`src/rtl/acc_alu_pkg.sv`:
```
`timescale 1ns/1ps
package acc_alu_pkg;
    localparam int DATA_W = 8;
    localparam int NIB_W  = DATA_W / 2;
    localparam int OP_W   = 5;
    localparam int CY_POS = 7;
    localparam int AC_POS = 6;

    typedef enum logic [OP_W-1:0] {
        OP_NOP   = 5'd0,
        OP_LOAD  = 5'd1,
        OP_ADD   = 5'd2,
        OP_ADDC  = 5'd3,
        OP_AND   = 5'd4,
        OP_OR    = 5'd5,
        OP_XOR   = 5'd6,
        OP_INC   = 5'd7,
        OP_DEC   = 5'd8,
        OP_CLR   = 5'd9,
        OP_CPL   = 5'd10,
        OP_RL    = 5'd11,
        OP_RR    = 5'd12,
        OP_RLC   = 5'd13,
        OP_RRC   = 5'd14,
        OP_SWAP  = 5'd15,
        OP_DA    = 5'd16,
        OP_CLRC  = 5'd17,
        OP_CPLC  = 5'd18,
        OP_SETFL = 5'd19
    } alu_op_e;

    typedef enum logic [1:0] {
        ROT_L  = 2'd0,
        ROT_R  = 2'd1,
        ROT_LC = 2'd2,
        ROT_RC = 2'd3
    } rot_mode_e;
endpackage

```
`src/rtl/acc_alu_adder.sv`:
```
`timescale 1ns/1ps
module acc_alu_adder
    import acc_alu_pkg::*;
#(
    parameter int W = DATA_W,
    parameter int H = NIB_W
) (
    input  logic [W-1:0] a,
    input  logic [W-1:0] b,
    input  logic         cin,
    output logic [W-1:0] sum,
    output logic         cout,
    output logic         half_cout
);
    localparam int HW = W - H;

    logic [H:0]  lo_sum;
    logic [HW:0] hi_sum;

    always_comb begin
        lo_sum    = {1'b0, a[H-1:0]} + {1'b0, b[H-1:0]} + {{H{1'b0}}, cin};
        hi_sum    = {1'b0, a[W-1:H]} + {1'b0, b[W-1:H]} + {{HW{1'b0}}, lo_sum[H]};
        sum       = {hi_sum[HW-1:0], lo_sum[H-1:0]};
        cout      = hi_sum[HW];
        half_cout = lo_sum[H];
    end
endmodule

```
`src/rtl/acc_alu_rotor.sv`:
```
`timescale 1ns/1ps
module acc_alu_rotor
    import acc_alu_pkg::*;
#(
    parameter int W = DATA_W
) (
    input  rot_mode_e    mode,
    input  logic [W-1:0] din,
    input  logic         cin,
    output logic [W-1:0] dout,
    output logic         cout
);
    always_comb begin
        unique case (mode)
            ROT_L: begin
                dout = {din[W-2:0], din[W-1]};
                cout = cin;
            end
            ROT_R: begin
                dout = {din[0], din[W-1:1]};
                cout = cin;
            end
            ROT_LC: begin
                dout = {din[W-2:0], cin};
                cout = din[W-1];
            end
            default: begin
                dout = {cin, din[W-1:1]};
                cout = din[0];
            end
        endcase
    end
endmodule

```
`src/rtl/acc_alu_decadj.sv`:
```
`timescale 1ns/1ps
module acc_alu_decadj
    import acc_alu_pkg::*;
#(
    parameter int W = DATA_W,
    parameter int H = NIB_W
) (
    input  logic [W-1:0] din,
    input  logic         cy_in,
    input  logic         ac_in,
    output logic [W-1:0] dout,
    output logic         cy_out
);
    localparam int          HW     = W - H;
    localparam logic [W:0]  LO_SIX = (W+1)'(6);
    localparam logic [W:0]  HI_SIX = (W+1)'(6 << H);
    localparam logic [H-1:0]  LO_NINE = H'(9);
    localparam logic [HW-1:0] HI_NINE = HW'(9);

    logic       lo_fix;
    logic       hi_fix;
    logic [W:0] step1;
    logic [W:0] step2;

    always_comb begin
        lo_fix = (din[H-1:0] > LO_NINE) || ac_in;
        step1  = {1'b0, din} + (lo_fix ? LO_SIX : '0);
        hi_fix = (step1[W-1:H] > HI_NINE) || cy_in || step1[W];
        step2  = {1'b0, step1[W-1:0]} + (hi_fix ? HI_SIX : '0);
        dout   = step2[W-1:0];
        cy_out = cy_in | step1[W] | step2[W];
    end
endmodule

```
`src/rtl/acc_alu_unit.sv`:
```
`timescale 1ns/1ps
module acc_alu_unit
    import acc_alu_pkg::*;
(
    input  logic              clk,
    input  logic              rst_n,
    input  logic [OP_W-1:0]   op_sel,
    input  logic [DATA_W-1:0] operand,
    output logic [DATA_W-1:0] acc_q,
    output logic [DATA_W-1:0] flags_q
);
    alu_op_e           cur_op;
    logic              cy_r;
    logic              ac_r;
    logic [DATA_W-1:0] acc_nxt;
    logic              cy_nxt;
    logic              ac_nxt;

    logic [DATA_W-1:0] add_sum;
    logic              add_cout;
    logic              add_hcout;
    logic              add_cin;

    rot_mode_e         rot_mode;
    logic [DATA_W-1:0] rot_out;
    logic              rot_cy;

    logic [DATA_W-1:0] da_out;
    logic              da_cy;

    assign cur_op  = alu_op_e'(op_sel);
    assign add_cin = (cur_op == OP_ADDC) ? cy_r : 1'b0;

    acc_alu_adder #(.W(DATA_W), .H(NIB_W)) u_adder (
        .a         (acc_q),
        .b         (operand),
        .cin       (add_cin),
        .sum       (add_sum),
        .cout      (add_cout),
        .half_cout (add_hcout)
    );

    always_comb begin
        unique case (cur_op)
            OP_RR:   rot_mode = ROT_R;
            OP_RLC:  rot_mode = ROT_LC;
            OP_RRC:  rot_mode = ROT_RC;
            default: rot_mode = ROT_L;
        endcase
    end

    acc_alu_rotor #(.W(DATA_W)) u_rotor (
        .mode (rot_mode),
        .din  (acc_q),
        .cin  (cy_r),
        .dout (rot_out),
        .cout (rot_cy)
    );

    acc_alu_decadj #(.W(DATA_W), .H(NIB_W)) u_decadj (
        .din    (acc_q),
        .cy_in  (cy_r),
        .ac_in  (ac_r),
        .dout   (da_out),
        .cy_out (da_cy)
    );

    // next-state selection, one transition per operation code
    always_comb begin
        acc_nxt = acc_q;
        cy_nxt  = cy_r;
        ac_nxt  = ac_r;
        unique case (cur_op)
            OP_LOAD:  acc_nxt = operand;
            OP_ADD, OP_ADDC: begin
                acc_nxt = add_sum;
                cy_nxt  = add_cout;
                ac_nxt  = add_hcout;
            end
            OP_AND:   acc_nxt = acc_q & operand;
            OP_OR:    acc_nxt = acc_q | operand;
            OP_XOR:   acc_nxt = acc_q ^ operand;
            OP_INC:   acc_nxt = acc_q + DATA_W'(1);
            OP_DEC:   acc_nxt = acc_q - DATA_W'(1);
            OP_CLR:   acc_nxt = '0;
            OP_CPL:   acc_nxt = ~acc_q;
            OP_RL, OP_RR, OP_RLC, OP_RRC: begin
                acc_nxt = rot_out;
                cy_nxt  = rot_cy;
            end
            OP_SWAP:  acc_nxt = {acc_q[NIB_W-1:0], acc_q[DATA_W-1:NIB_W]};
            OP_DA: begin
                acc_nxt = da_out;
                cy_nxt  = da_cy;
            end
            OP_CLRC:  cy_nxt = 1'b0;
            OP_CPLC:  cy_nxt = ~cy_r;
            OP_SETFL: begin
                cy_nxt = operand[CY_POS];
                ac_nxt = operand[AC_POS];
            end
            default: ;
        endcase
    end

    // state register
    always_ff @(posedge clk or negedge rst_n) begin
        if (!rst_n) begin
            acc_q <= '0;
            cy_r  <= 1'b0;
            ac_r  <= 1'b0;
        end else begin
            acc_q <= acc_nxt;
            cy_r  <= cy_nxt;
            ac_r  <= ac_nxt;
        end
    end

    // status byte with fixed flag positions
    always_comb begin
        flags_q         = '0;
        flags_q[CY_POS] = cy_r;
        flags_q[AC_POS] = ac_r;
    end

    a_r3_logic_keeps_flags: assert property (@(posedge clk) disable iff (!rst_n)
        (cur_op inside {OP_AND, OP_OR, OP_XOR, OP_INC, OP_DEC, OP_CLR, OP_CPL})
        |=> (cy_r == $past(cy_r)) && (ac_r == $past(ac_r)));

    a_r4_plain_rotate_keeps_carry: assert property (@(posedge clk) disable iff (!rst_n)
        (cur_op inside {OP_RL, OP_RR}) |=> (cy_r == $past(cy_r)));

    a_r5_ring_left: assert property (@(posedge clk) disable iff (!rst_n)
        (cur_op == OP_RLC) |=> (cy_r == $past(acc_q[DATA_W-1])) && (acc_q[0] == $past(cy_r)));

    a_r6_swap_halves: assert property (@(posedge clk) disable iff (!rst_n)
        (cur_op == OP_SWAP)
        |=> (acc_q == {$past(acc_q[NIB_W-1:0]), $past(acc_q[DATA_W-1:NIB_W])}));

    a_r7_clear_carry_only: assert property (@(posedge clk) disable iff (!rst_n)
        (cur_op == OP_CLRC) |=> !cy_r && (acc_q == $past(acc_q)) && (ac_r == $past(ac_r)));

    a_r11_spare_bits_zero: assert property (@(posedge clk) disable iff (!rst_n)
        flags_q[AC_POS-1:0] == '0);
endmodule

```
`config.mk`:
```
export PLATFORM = sky130hd
export DESIGN_NAME = acc_alu_unit
export DESIGN_NICKNAME = d
export VERILOG_FILES = /design/src/rtl/acc_alu_pkg.sv /design/src/rtl/acc_alu_adder.sv /design/src/rtl/acc_alu_rotor.sv /design/src/rtl/acc_alu_decadj.sv /design/src/rtl/acc_alu_unit.sv
export SDC_FILE = /design/constraint.sdc
export NUM_CORES = 1
export LEC_CHECK = 0
export BUFFER_PORTS_ARGS = -buffer_cell sky130_fd_sc_hd__clkbuf_2
export CAP_MARGIN = 15
export CORE_UTILIZATION = 30
export DETAILED_ROUTE_END_ITERATION = 7
export SYNTH_ARGS = -nofsm -noshare
export SYNTH_HDL_FRONTEND = slang
export SYNTH_HIERARCHICAL = 1
export SYNTH_SLANG_ARGS = --single-unit
```
`constraint.sdc`:
```
create_clock -name clk -period 11.2 [get_ports clk]
set_clock_uncertainty 0.1 [all_clocks]
set_input_delay 0 -clock clk [delete_from_list [all_inputs] [get_ports clk]]
set_output_delay 0 -clock clk [all_outputs]
set_load 0.02 [all_outputs]
```
==> summary.txt <==
Timing
  • Worst-margin pin slew: 1030 ps
  • Final Max Slew Viols: 0
  • RSZ-0062 raised after global routing: no
  • Max Clock Freq: 232 MHz
  • Finish-stage setup viols: 0
  • Final Hold Vio Count: 0
  • Fin Setup TNS: 0 ps
  • Crit share post-route: 0.385
  • Slew headroom: 0.313
  • Minimum clock period: 4320 ps

Setup path
  • Setup CP Type: reg -> reg
  • CP Capture Type: register
  • Critical Path Most Common Cell: ha_1
  • Data required, critical path: 11210 ps
  • Crit start category: register
  • Slowest-stage cell, CP: dfrtp_1
  • Cell Chain, Critical Path: o21ai_0 > nand2b_1 > ha_1 > fa_1 > and4_4 > a221o_1 > nand2_1 > ha_1 > ha_1 > nand2_1 > a2bb2oi_1 > and2_1 > a221oi_2 > o21ai_0 > a21oi_1 > nor4_1 > o22ai_1
  • Delay of the slowest critical-path stage: 570 ps
  • CP arrival: 4330 ps
  • CP max FO: 13

Drt
  • Drt wl/cell: 18.4 microns
  • Via/cell ratio: ~5.9
  • Vias: 2918
  • Total wire length: 9.07 mm
  • First DRT Iteration DRCs: 297
  • DRT Pass-1 Iters: 5
  • DRT antenna net count: 0
  • # DRC: 0

Clocking
  • CTS Buf Count: 3
  • Clk sinks: 10
  • Cts repair resizes: 0
  • Clock Tree Root: clkbuf_8
  • Clk slew on worst S/H paths: 50 ps
  • Number of H-tree levels: 1
  • Hold buffers post-CTS: 1
  • Maximum clock path buffer count: 2
  • CTS tree: built
  • Setup Fix Bufs, Post-CTS: 0
  • Clk_lat worst skew: 250 ps

Logic synthesis
  • Post-Synthesis Cells: 375
  • XOR/XNOR Fraction of Synth Area: 0.0435
  • Avg Cell Area, Syn: 7.52 sq um
  • Proportion of synthesized area in mux cells: 0.0524
  • Synth cell types: 70
  • #FFs+latches synth: 10
  • Number of synthesized flops with an enable pin: 0
  • Compound-Gate Fraction of Synth Area: 0.311
  • Syn. warnings: 6
  • FFs w/ async S/R, synth: 1.00
  • Simple-Gate Fraction of Synth Area: 0.218
  • Mapped Area: between 2000 and 3000 sq um
  • Adder-Cell Fraction of Synth Area: 0.185
  • Sequential-to-total area share from yosys stat: 0.0887
  • Most common flop cell mapped by yosys: dfrtp_1
  • Largest family of logic cells by synthesized area: compound AO/OA/AOI/OAI gates

Floorplanning
  • DIE AREA: 9790 sq um
  • Die Ht: 99.0 microns
  • # IOs: 31
  • Chip width: 99.0 microns
  • Row count: 35
  • Core area: 9150 sq um
  • Initial core utilization: 0.308

Global routing
  • Total gr overflow: 0
  • Initial antenna violation count: 0
  • Gr usage total: 0.187
  • Vias in the first global route: around 2800
  • Largest net degree at the start of global routing: 53
  • Global-route wire length before repair: 14.6 mm

Place
  • GPL Wtd Cong: 0.883
  • Number of buffers added on ports: 24
  • Hpwl dp: 6.68 mm

Hold path
  • Hold Path Class: in -> reg

Finish
  • FILL cells: 977
  • Layout cells sized above 1: 0.138
  • N_diodes: 0
  • Register area: about 250 sq um
  • Commonest non-fill, non-tap cell in the layout: ha_1
  • Area of the multi-input gates: 2300 sq um
  • Nets: 437
  • Layout area overhead: 6.88%
  • Commonest non-fill, non-tap cells in the layout: ha_1, inv_1, nor2_1
  • Final Util: 0.329

Power and ir drop
  • Pwr dens: 121 nW/um^2
  • Worst vdd ir: about 0.000039 V
  • Leakage: 0.00127 uW

Flow run
  • Max_cap viols: 0

Status
  • Status: complete, no violations
registers in the layout, indices dropped and copies added, names as in the netlist:
register / count
acc_q: 8
cy_r: 1
ac_r: 1
synth_stat cells, types with 10 or more instances:
library cell  count  area [sq um]
nor3_1           14          70.1
ha_1             32           400
nor2_1           28           105
nand2_1          24          90.1
o21ai_0          16          80.1
o22ai_1          11          68.8
a21oi_1          26           130
nand3_1          10          50.1
inv_1            29           109
dfrtp_1          10           250
buf_2            10          50.1
area by class of cell:
class	count	area share
Clock buffer	4	0.0183
Inverter	30	0.0374
Multi-Input combinational cell	311	0.765
Sequential cell	10	0.0830
Tap cell	111	0.0461
Timing Repair Buffer	28	0.0506
report_power, final:
group / leakage (uW) / internal, uW / switching, uW
registers: 0.000119 / 44.2 / 35.4
clock network: 0.0000288 / 31.1 / 16.3
logic: 0.00112 / 100 / 139
total: 0.00127 / 176 / 190
cell families (layout without fill, tap and decap cells):
family | count (synthesis) | after routing
adders and majority gates | 38 | 38
buffers and inverters | 59 | 62
DFF | 10 | 10
other | 1 | 6
xor gates and xnor gates | 14 | 14
AOI/OAI and AO/OA | 121 | 121
and+or+nand+nor | 118 | 118
muxes | 14 | 14
worst paths after layout:
path	start	endpoint	slack, ps	depth (start not counted)
setup / recovery	acc_q[2]	acc_q[7]	6880	17
hold / removal	operand[6]	ac_r	40	3
setup reg to reg	acc_q[2]	acc_q[7]	6880	17
hold reg to reg	ac_r	ac_r	650	2
max in group asynchronous	rst_n	acc_q[5]	10710	2
min in group asynchronous	rst_n	acc_q[3]	70	2
stage by stage:
| stage | total power [uW] | instances | hold slack, ps | worst slack [ps] | area, sq um |
|---|---|---|---|---|---|
| floorplan | 250 | 380 | -396 | 7330 | 2840 |
| global placement | 307 | 489 | -208 | 7070 | 2950 |
| detailed placement | 313 | 489 | -205 | 6930 | 2950 |
| CTS | 361 | 494 | 26.3 | 6910 | 3010 |
| global route | 394 | 494 | 50.1 | 6610 | 3010 |
| finish | 366 | 494 | 36.7 | 6880 | 3010 |
critical path, delay by kind of cell (launching register included):
kind / cells / cell delay (ps)
simple gates: 6 / 1090
flops: 1 / 570
fa+ha+maj: 4 / 1130
compound gates: 7 / 1300
layer usage:
metal	up-vias	part of all wire	track usage
li1	1395	-	-
met1	1365	0.44	0.251
met2	134	0.46	0.303
met3	24	0.067	0.0291
met4	0	0.036	0.0712
met5	-	0	0
Power figures use the tool's default switching activity.
